--- src/rtl/dma_xm_pkg.sv ---
package dma_xm_pkg;

  typedef enum logic [1:0] {
    ST_IDLE = 2'd0,
    ST_ADDR = 2'd1,
    ST_DATA = 2'd2
  } xm_state_e;

  localparam logic [1:0] TRANS_IDLE   = 2'b00;
  localparam logic [1:0] TRANS_NONSEQ = 2'b10;
  localparam logic [2:0] BURST_SINGLE = 3'b000;

  typedef enum logic [2:0] {
    MT_STRONG   = 3'd0,
    MT_DEVICE   = 3'd1,
    MT_NOCACHE  = 3'd2,
    MT_WTHRU    = 3'd3,
    MT_WBACK_NA = 3'd4,
    MT_WBACK_WA = 3'd5
  } mem_type_e;

  // memory-type code to bus attribute bits; reserved codes fall back to strongly ordered
  function automatic logic [2:0] attr_bits(input logic [2:0] code);
    logic [2:0] r;
    case (code)
      MT_STRONG:   r = 3'b000;
      MT_DEVICE:   r = 3'b001;
      MT_NOCACHE:  r = 3'b010;
      MT_WTHRU:    r = 3'b110;
      MT_WBACK_NA: r = 3'b111;
      MT_WBACK_WA: r = 3'b011;
      default:     r = 3'b000;
    endcase
    return r;
  endfunction

endpackage

--- src/rtl/dma_xm_ctrl.sv ---
module dma_xm_ctrl
  import dma_xm_pkg::*;
#(
  parameter int ADDR_W = 32,
  parameter int DATA_W = 64,
  parameter int SIZE_W = 2,
  parameter int MT_W   = 3
) (
  input  logic              clk,
  input  logic              rst_n,
  input  logic              req_valid,
  input  logic [ADDR_W-1:0] req_addr,
  input  logic              req_write,
  input  logic [SIZE_W-1:0] req_size,
  input  logic [DATA_W-1:0] req_wdata,
  input  logic [MT_W-1:0]   req_outer,
  input  logic [MT_W-1:0]   req_inner,
  input  logic              req_priv,
  input  logic              req_is_data,
  input  logic              req_shared,
  input  logic              bus_ready,
  input  logic              bus_resp,
  input  logic [DATA_W-1:0] bus_rdata,
  output logic              idle,
  output logic              accept,
  output logic              addr_phase,
  output logic              data_phase,
  output logic [ADDR_W-1:0] addr_q,
  output logic              write_q,
  output logic [SIZE_W-1:0] size_q,
  output logic [DATA_W-1:0] wdata_q,
  output logic [MT_W-1:0]   outer_q,
  output logic [MT_W-1:0]   inner_q,
  output logic              priv_q,
  output logic              is_data_q,
  output logic              shared_q,
  output logic              done,
  output logic [DATA_W-1:0] done_rdata,
  output logic              done_err
);

  xm_state_e state_q;

  assign idle       = (state_q == ST_IDLE);
  assign addr_phase = (state_q == ST_ADDR);
  assign data_phase = (state_q == ST_DATA);
  assign accept     = idle && req_valid;

  logic addr_done, data_done;
  assign addr_done = addr_phase && bus_ready;
  assign data_done = data_phase && bus_ready;

  always_ff @(posedge clk or negedge rst_n) begin
    if (!rst_n) begin
      state_q <= ST_IDLE;
    end else begin
      case (state_q)
        ST_IDLE: if (accept)    state_q <= ST_ADDR;
        ST_ADDR: if (addr_done) state_q <= ST_DATA;
        ST_DATA: if (data_done) state_q <= ST_IDLE;
        default:                state_q <= ST_IDLE;
      endcase
    end
  end

  // request latch: fields are frozen for the whole transfer
  always_ff @(posedge clk or negedge rst_n) begin
    if (!rst_n) begin
      addr_q    <= '0;
      write_q   <= 1'b0;
      size_q    <= '0;
      wdata_q   <= '0;
      outer_q   <= '0;
      inner_q   <= '0;
      priv_q    <= 1'b0;
      is_data_q <= 1'b0;
      shared_q  <= 1'b0;
    end else if (accept) begin
      addr_q    <= req_addr;
      write_q   <= req_write;
      size_q    <= req_size;
      wdata_q   <= req_wdata;
      outer_q   <= req_outer;
      inner_q   <= req_inner;
      priv_q    <= req_priv;
      is_data_q <= req_is_data;
      shared_q  <= req_shared;
    end
  end

  // completion register
  always_ff @(posedge clk or negedge rst_n) begin
    if (!rst_n) begin
      done       <= 1'b0;
      done_rdata <= '0;
      done_err   <= 1'b0;
    end else begin
      done <= data_done;
      if (data_done) begin
        done_rdata <= bus_rdata;
        done_err   <= bus_resp;
      end
    end
  end

endmodule

--- src/rtl/dma_xm_lanes.sv ---
module dma_xm_lanes #(
  parameter int LANES  = 8,
  parameter int SIZE_W = 2
) (
  input  logic [$clog2(LANES)-1:0] offset,
  input  logic [SIZE_W-1:0]        size,
  output logic [LANES-1:0]         lanes,
  output logic                     misalign
);

  localparam int OFF_W = $clog2(LANES);
  localparam int CNT_W = OFF_W + 1;

  // number of bytes moved for a size code
  function automatic logic [CNT_W-1:0] span_of(input logic [SIZE_W-1:0] sz);
    return CNT_W'(1) << sz;
  endfunction

  // one past the last lane touched (may exceed LANES; the excess is dropped)
  function automatic logic [CNT_W-1:0] end_lane(input logic [OFF_W-1:0] off,
                                                input logic [SIZE_W-1:0] sz);
    return {1'b0, off} + span_of(sz);
  endfunction

  function automatic logic off_misaligned(input logic [OFF_W-1:0] off,
                                          input logic [SIZE_W-1:0] sz);
    logic [CNT_W-1:0] m;
    m = span_of(sz) - CNT_W'(1);
    return ({1'b0, off} & m) != '0;
  endfunction

  logic [CNT_W-1:0] lo_w, hi_w;
  assign lo_w = {1'b0, offset};
  assign hi_w = end_lane(offset, size);

  for (genvar g = 0; g < LANES; g++) begin : g_lane
    localparam logic [CNT_W-1:0] IDX = CNT_W'(g);
    assign lanes[g] = (lo_w <= IDX) && (IDX < hi_w);
  end

  assign misalign = off_misaligned(offset, size);

endmodule

--- src/rtl/dma_xm_attr.sv ---
module dma_xm_attr
  import dma_xm_pkg::*;
#(
  parameter int MT_W = 3
) (
  input  logic [MT_W-1:0] outer,
  input  logic [MT_W-1:0] inner,
  input  logic            priv,
  input  logic            is_data,
  input  logic            shared,
  output logic [4:0]      prot,
  output logic [3:0]      side
);

  assign prot = {attr_bits(outer), priv, is_data};
  assign side = {attr_bits(inner), shared};

endmodule

--- src/rtl/dma_xfer_master.sv ---
module dma_xfer_master
  import dma_xm_pkg::*;
#(
  parameter int ADDR_W = 32,
  parameter int DATA_W = 64,
  parameter int SIZE_W = 2,
  parameter int MT_W   = 3
) (
  input  logic              clk,
  input  logic              rst_n,
  input  logic              req_valid,
  output logic              req_ready,
  input  logic [ADDR_W-1:0] req_addr,
  input  logic              req_write,
  input  logic [SIZE_W-1:0] req_size,
  input  logic [DATA_W-1:0] req_wdata,
  input  logic [MT_W-1:0]   req_outer,
  input  logic [MT_W-1:0]   req_inner,
  input  logic              req_priv,
  input  logic              req_is_data,
  input  logic              req_shared,
  output logic              done,
  output logic [DATA_W-1:0] done_rdata,
  output logic              done_err,
  output logic [ADDR_W-1:0] bus_addr,
  output logic [1:0]        bus_trans,
  output logic              bus_write,
  output logic [2:0]        bus_size,
  output logic [2:0]        bus_burst,
  output logic [4:0]        bus_prot,
  output logic [3:0]        bus_side,
  output logic [DATA_W/8-1:0] bus_lanes,
  output logic              bus_misalign,
  output logic [DATA_W-1:0] bus_wdata,
  input  logic [DATA_W-1:0] bus_rdata,
  input  logic              bus_ready,
  input  logic              bus_resp
);

  localparam int LANES = DATA_W / 8;
  localparam int OFF_W = $clog2(LANES);

  // internal events, brought out by name for the checker
  logic idle, accept, addr_phase, data_phase;

  logic [ADDR_W-1:0] addr_q;
  logic              write_q, priv_q, is_data_q, shared_q;
  logic [SIZE_W-1:0] size_q;
  logic [DATA_W-1:0] wdata_q;
  logic [MT_W-1:0]   outer_q, inner_q;

  dma_xm_ctrl #(
    .ADDR_W(ADDR_W), .DATA_W(DATA_W), .SIZE_W(SIZE_W), .MT_W(MT_W)
  ) u_ctrl (
    .clk        (clk),
    .rst_n      (rst_n),
    .req_valid  (req_valid),
    .req_addr   (req_addr),
    .req_write  (req_write),
    .req_size   (req_size),
    .req_wdata  (req_wdata),
    .req_outer  (req_outer),
    .req_inner  (req_inner),
    .req_priv   (req_priv),
    .req_is_data(req_is_data),
    .req_shared (req_shared),
    .bus_ready  (bus_ready),
    .bus_resp   (bus_resp),
    .bus_rdata  (bus_rdata),
    .idle       (idle),
    .accept     (accept),
    .addr_phase (addr_phase),
    .data_phase (data_phase),
    .addr_q     (addr_q),
    .write_q    (write_q),
    .size_q     (size_q),
    .wdata_q    (wdata_q),
    .outer_q    (outer_q),
    .inner_q    (inner_q),
    .priv_q     (priv_q),
    .is_data_q  (is_data_q),
    .shared_q   (shared_q),
    .done       (done),
    .done_rdata (done_rdata),
    .done_err   (done_err)
  );

  dma_xm_lanes #(
    .LANES(LANES), .SIZE_W(SIZE_W)
  ) u_lanes (
    .offset  (addr_q[OFF_W-1:0]),
    .size    (size_q),
    .lanes   (bus_lanes),
    .misalign(bus_misalign)
  );

  dma_xm_attr #(
    .MT_W(MT_W)
  ) u_attr (
    .outer  (outer_q),
    .inner  (inner_q),
    .priv   (priv_q),
    .is_data(is_data_q),
    .shared (shared_q),
    .prot   (bus_prot),
    .side   (bus_side)
  );

  assign req_ready = idle;
  assign bus_addr  = addr_q;
  assign bus_write = write_q;
  assign bus_size  = 3'({1'b0, size_q});
  assign bus_burst = BURST_SINGLE;
  assign bus_trans = addr_phase ? TRANS_NONSEQ : TRANS_IDLE;
  assign bus_wdata = (data_phase && write_q) ? wdata_q : '0;

endmodule

--- config.mk ---
export PLATFORM = sky130hd
export DESIGN_NAME = dma_xfer_master
export DESIGN_NICKNAME = d
export VERILOG_FILES = /design/src/rtl/dma_xm_pkg.sv /design/src/rtl/dma_xm_ctrl.sv /design/src/rtl/dma_xm_lanes.sv /design/src/rtl/dma_xm_attr.sv /design/src/rtl/dma_xfer_master.sv
export SDC_FILE = /design/constraint.sdc
export NUM_CORES = 1
export LEC_CHECK = 0
export BUFFER_PORTS_ARGS = -buffer_cell sky130_fd_sc_hd__buf_2
export CAP_MARGIN = 20
export CORE_AREA = 2 2 142 144
export CTS_CLUSTER_SIZE = 25
export DETAILED_ROUTE_END_ITERATION = 8
export DIE_AREA = 0 0 144 146
export MAX_ROUTING_LAYER = met4
export PLACE_DENSITY = 0.68
export SYNTH_ARGS = -nofsm -noshare
export SYNTH_HDL_FRONTEND = slang
export SYNTH_SLANG_ARGS = --single-unit
--- constraint.sdc ---
create_clock -name clk -period 2.33 [get_ports clk]
set_input_delay 0.233 -clock clk [delete_from_list [all_inputs] [get_ports clk]]
set_output_delay 0.233 -clock clk [all_outputs]
set_load 0.05 [all_outputs]
==> results summary, run 1 <==
The initial antenna violation count came to 2. The post-route clock period utilization is 115%. In this run the tool buffered the top-level ports with 361 buffer cells. The startpoint class of the critical path is a flip-flop. The met3 layer usage reported by global route came out at 5.89%. From synthesis to final layout, the design area changed by 42.8%. Once layout is complete, the cells apart from fillers number 1186.

The fill cell total of the finished layout is 1663. The hold violation count in the final report came to 0. Among all cell types in the netlist, the one instantiated most often is dfrtp_1. After synthesis, the cell types taking the most area are dfrtp_1 (59%), mux2_1 (15%), mux2_2 (12%), and3_1 (5.4%), buf_4 (1.9%). The global routing usage on met1 came out at 21.7%. The core region area is 19300 um2. The die is 144 um wide. During synthesis, Yosys emitted a total of 0 warnings. The maximum clock path buffer count came out at 2. The number of nets with antenna violations after detailed routing came out at 0. CTS saw 176 sinks. Counting flops with a built-in enable in the synthesized netlist gives 0.

The setup path with the least slack is of type reg2out. The critical path required time came out at 2.10 ns. The highest achievable clock rate is 373 MHz. The peak per-stage delay on the critical path came out at 0.45 ns. The shortest period the worst path allows came out at 2.68 ns. The instance count after placement with tap cells included is 1124. The cell count after synthesis came out at 518.

After global routing the overflow that remains totals 0. The worst setup path is captured at a primary output. Of all nets on the critical path, the largest fanout is 5. The number of H-tree levels came out at 4. The die is 146 um tall. For this run, asynchronously set or reset flops after synthesis account for 100%. The number of distinct library cells after synthesis is 32. TritonCTS built the clock tree. The count of endpoints failing setup in the final report came out at 8.

Sorting the synthesized cells by how often they occur yields dfrtp_1 (176), mux2_1 (97), mux2_2 (76), and3_1 (64), buf_4 (19). The routability congestion estimate is 0.830. The number of max-cap violations is 0. The flow ran to the end, but the final reports show violations. The met2 usage in global routing came out at 30.3%. In this run the clock root is driven by a clkbuf_16. The most congested layer reported by global routing is met2.

The slowest stage of the critical path is the dfrtp_2 cell. The setup clock skew after layout came out at 0.0189 ns. The fraction of final layout cells sized beyond drive strength 1 came out at 57.4%.

367 I/O pins were placed. The worst endpoint data arrival time is 2.45 ns. The initial core utilization came out at 38.4%. The final routed wirelength across all metal layers is 19.3 mm. The count of final max-slew check failures came out at 0. The via count of the routed design came out at 5544.

The clock transition at the registers of the reported paths is 0.08 ns. The pin count of the biggest net entering global routing is 67. The worst hold path belongs to the class in2reg.

The clock latency reported for the late side of the worst-skew pair came out at 0.43 ns. Counting the buffers created by CTS gives 17. The first-pass GRT wire length came out at 29.8 mm.

Together, buffers and inverters on the worst path number 3. The wire length per cell is 16.3 um. The library cell occupying the most area in the post-synthesis netlist is dfrtp_1. The die outline area came out at 21000 um2. The number of global-route vias before repair came out at 5746. The number of standard-cell rows in the floorplan came out at 51. The detailed placer's ending HPWL is 14.2 mm.

The first-iteration detailed-routing DRC count is 134. Synthesis inferred 176 register bits. In this design, the largest share of critical-path delay is due to compound AO/OA/AOI/OAI gates. Once routing completed, OpenROAD measured the worst setup slack at -0.354 ns. For this run, design rule violations remaining after detail routing come to 0. Across every metal layer, demand over resource in global routing totals 18.9%. Setup repair after global routing could not meet its margin everywhere. The sequential cell area fraction in the yosys report is 59.3%.

The checks that failed: negative setup slack. In the final design database the tool counted 1087 nets. The netlist area before placement came out at 7430 um2. The number of iterations in the first detailed-routing pass came out at 4. The area fraction of the dominant cell type after synthesis came out at 59.3%. The number of vias per cell came out at 4.67.

Averaged over all synthesized cells, the footprint is 14.3 um2. The predominant post-synthesis flop cell is dfrtp_1. Walking the worst path, the cells encountered are buf_12 -> nand2b_4 -> inv_2 -> ha_4 -> a21o_1 -> a21oi_4 -> xnor2_4 -> a2111oi_4 -> buf_6.
==> metal layers <==
layer  part of all wire, %  up-vias
met4                   3.2        0
met5                     0        -
met2                    49      239
met3                   8.1       47
li1                      -     2580
met1                    40     2678
==> cell usage in the layout (no fill, tap or decap), types with 8 or more instances in the layout <==
cell,instances
and3_1,64
buf_2,353
buf_4,21
buf_6,9
clkbuf_16,17
dfrtp_1,172
dlygate4sd3_1,16
mux2_1,97
mux2_2,76
nand2_1,9
nor2_1,8
==> per-stage QoR <==
step	util, %	instance area (um2)	worst slack, ns	setup TNS, ns	hold slack, ns
finish	54.9	10600	-0.354	-2.25	0.0227
global route	54.9	10600	-0.455	-2.89	0.00559
CTS	54.3	10500	-0.327	-2.11	0.000192
detailed placement	50.0	9660	-0.0423	-0.0423	0.211
global placement	50.0	9660	0.00723	0	0.209
floorplan	-	7570	-0.183	-0.326	-0.0626
==> what timing repair did <==
item	CTS	global route
gates resized for setup	17	11
endpoints found under the hold margin	58	0
hold buffers	16	0
setup endpoints to repair	10	8
pin swaps	3	5
buffers inserted	6	5
==> logic make-up after synthesis <==
family,Yosys count,synth area share [%]
other,1,0.0505
AND/OR/NAND/NOR,91,6.99
XOR/XNOR,5,0.691
multiplexers,173,26.2
AO/OA/AOI/OAI,16,1.58
buffers and inverters,51,4.21
flip-flops,176,59.3
adder cells (fa/ha/maj),5,0.943
==> state kept, by name (all words and copies together), names as in the netlist <==
register / count
u_ctrl.priv_q: 1
u_ctrl.state_q: 2
u_ctrl.shared_q: 1
u_ctrl.done: 1
u_ctrl.addr_q: 32
u_ctrl.is_data_q: 1
u_ctrl.done_err: 1
u_ctrl.inner_q: 3
u_ctrl.done_rdata: 64
u_ctrl.wdata_q: 64
u_ctrl.write_q: 1
u_ctrl.size_q: 2
u_ctrl.outer_q: 3
==> worst reg2reg max path, stage by stage, from the launching register on <==
cell     delay (ns)
dfrtp_1        0.39
and2b_2        0.30
nand2_2        0.36
buf_12         0.25
mux2_2         0.36
==> area by class of cell <==
cell class	instances	area (um2)	area share (%)
multi-input cells	295	2900	27.3
diodes	3	7.51	0.0708
repair buffers	407	2340	22.1
clock inverters	15	161	1.52
clock buffers	17	425	4.01
inverters	8	30.0	0.283
flip-flops and latches	176	4410	41.6
well taps	265	332	3.13
==> path summary, 6_finish.rpt <==
check,from,endpoint,slack [ns],cells after the start
max,u_ctrl.size_q[0],bus_lanes[0],-0.35,9
min,req_addr[13],u_ctrl.addr_q[13],0.02,2
max reg2reg,u_ctrl.state_q[1],u_ctrl.done_rdata[33],0.57,4
min reg2reg,u_ctrl.wdata_q[0],u_ctrl.wdata_q[0],0.48,1
max in group asynchronous,rst_n,u_ctrl.done_rdata[9],1.29,3
min in group asynchronous,rst_n,u_ctrl.addr_q[6],0.31,2
Power of run 1 is not shown: default switching activity piles up to over one toggle a cycle in this logic, so the estimate is an artifact.
==> run 2, diff against run 1 <==
--- a/config.mk
+++ b/config.mk
@@ -16,3 +16,4 @@
 export SYNTH_ARGS = -nofsm -noshare
 export SYNTH_HDL_FRONTEND = slang
 export SYNTH_SLANG_ARGS = --single-unit
+export TNS_END_PERCENT = 30
==> results summary, run 2 (synthesis results as in run 1) <==
The flow ran to the end, but the final reports show violations. The checks that failed: negative setup slack. For this block, the routed nets add up to 19.4 mm of wire. Setup repair after global routing could not meet its margin everywhere. The setup clock skew after layout came out at 0.0126 ns. The clock latency reported for the late side of the worst-skew pair came out at 0.43 ns. The count of final max-slew check failures is 0. In the routed design, unresolved DRC markers number 0.

The worst slew slack as a fraction of its limit is 63.6%. The startpoint class of the critical path is a flip-flop. The worst endpoint data arrival time came out at 2.51 ns. The cell area after placement is 9660 um2. The final setup slack of the worst path is -0.411 ns. The number of I/O pins is 367.

Subtracting the final worst setup slack from the clock period gives 2.74 ns. The worst setup timing slack at the placement stage came out at -0.0741 ns. The setup path with the least slack is of type reg2out.

The type of destination of the critical path is a primary output. The floorplan step defined a die boundary enclosing 21000 um2. The post-route clock period utilization is 118%. Routability-driven placement finished with a final weighted congestion of 0.785. The core region area came out at 19300 um2. In the final layout, the registers with the most flip-flops are u_ctrl.done_rdata: 64 flops, u_ctrl.wdata_q: 64 flops, u_ctrl.addr_q: 32 flops. The hold violation count in the final report is 0. The via count of the routed design came out at 5462. The layout-stage area growth over the synthesis result came out at 41.6%.

The wire length per cell came out at 16.5 um. The TritonCTS sink count came out at 176. The critical path goes through nor2_4 -> ha_4 -> inv_2 -> fa_2 -> xnor2_4 -> nor3_1 -> a2111oi_4 -> buf_6. The number of global-route vias before repair came to 5603. The final sum of negative setup slack came out at -2.13 ns. TritonCTS built the clock tree. Max-cap violations in this run came to 0. The clock buffer count from CTS is 17. The transition time of the tightest slew-check pin came out at 0.545 ns. The highest achievable clock rate is 365 MHz.

The first-iteration detailed-routing DRC count came out at 234. The die outline width came out at 144 um. The total overflow reported by the global router came out at 0. The most frequent standard cell in the layout excluding fill and tap cells is buf_2. The number of H-tree levels is 4. After routing the design area is 10500 um2. The global-route usage over all layers came out at 18.8%. The initial core utilization is 38.4%. The first-pass GRT wire length is 29.8 mm. The maximum clock path buffer count is 2.

Once detailed placement completed, the half-perimeter wirelength came to 14.2 mm. The pin count of the biggest net entering global routing is 65. CTS placed an instance of clkbuf_16 at the clock tree root. The die extent in y came out at 146 um.

The initial antenna violation count is 1. The number of input and output port buffers inserted is 361. The cell with the largest stage delay on the worst path is dfrtp_2. The largest fanout on the critical path is 5. In this design, the stage delay of the slowest critical-path cell is 0.44 ns. In this run the worst hold path is classified as in2reg. The number of nets in the layout came out at 1077. Clock-pin slew was measured on the worst setup and hold paths at 0.07 ns.

Setup violations remaining at the end of the flow were counted as 8. The critical path required time is 2.10 ns. The fraction of final layout cells sized beyond drive strength 1 came out at 57.4%. The number of nets with antenna violations after detailed routing came out at 0. The number of standard-cell rows in the floorplan came out at 51. In the layout the commonest cells are buf_2 (352), dfrtp_1 (172), mux2_1 (97), mux2_2 (76), and3_1 (64). Using the TritonRoute via totals, the vias-per-cell ratio works out to 4.65. The number of iterations in the first detailed-routing pass came out at 4.
## run 2: metal layers
layer	global-route usage [%]	routed length, um	share of wire, %	vias to the layer above
met5	-	0	0	-
met4	5.64	342	1.8	0
met3	5.96	1460	7.5	25
met2	31.0	9860	51	234
met1	21.9	7750	40	2651
li1	-	-	-	2552
## run 2: final timing paths
kind,slack (ns),endpoint,start,depth (start not counted)
worst max-delay path,-0.41,bus_lanes[0],u_ctrl.size_q[1],8
worst min register to register,0.48,u_ctrl.wdata_q[8],u_ctrl.wdata_q[8],1
worst min-delay path,0.02,u_ctrl.addr_q[8],req_addr[8],2
worst max register to register,0.63,u_ctrl.addr_q[16],u_ctrl.state_q[0],4
max in group asynchronous,1.24,u_ctrl.done_rdata[4],rst_n,3
min in group asynchronous,0.32,u_ctrl.done_rdata[35],rst_n,2
## run 2: area by class of cell
cell class                      count  area (um2)
Clock buffer                       17         425
Multi-Input combinational cell    295        2890
Inverter                            8        30.0
Tap cell                          265         332
Antenna cell                        1        2.50
Clock inverter                     15         190
Sequential cell                   176        4410
Timing Repair Buffer              397        2240
Fill cell                        1704        8820
## run 2: worst max-delay path, delay by kind of cell (launching register included)
| kind | cells | cell delay (ns) |
|---|---|---|
| AO/OA/AOI/OAI | 1 | 0.35 |
| adder cells (fa/ha/maj) | 2 | 0.56 |
| XOR/XNOR | 1 | 0.22 |
| flip-flops | 1 | 0.44 |
| AND/OR/NAND/NOR | 2 | 0.26 |
| buffers and inverters | 2 | 0.25 |
## run 2: repair_timing
item                                    CTS  global route
pin swaps                                 2             4
endpoints found under the setup margin    8             8
resized for setup                        22             5
buffers inserted                          1             5
hold buffers                              5             5
endpoints found under the hold margin    54             5
## run 2: through the flow
stage	utilization [%]	cells	hold WS (ns)
2_1_floorplan	-	522	-0.0626
3_3_place_gp	50.0	1125	0.220
3_5_place_dp	50.0	1125	0.225
4_1_cts	53.9	1163	0.000663
5_1_grt	54.4	1174	0.0000213
6_report	54.4	1174	0.0208
Power of run 2 is left out for the same reason.
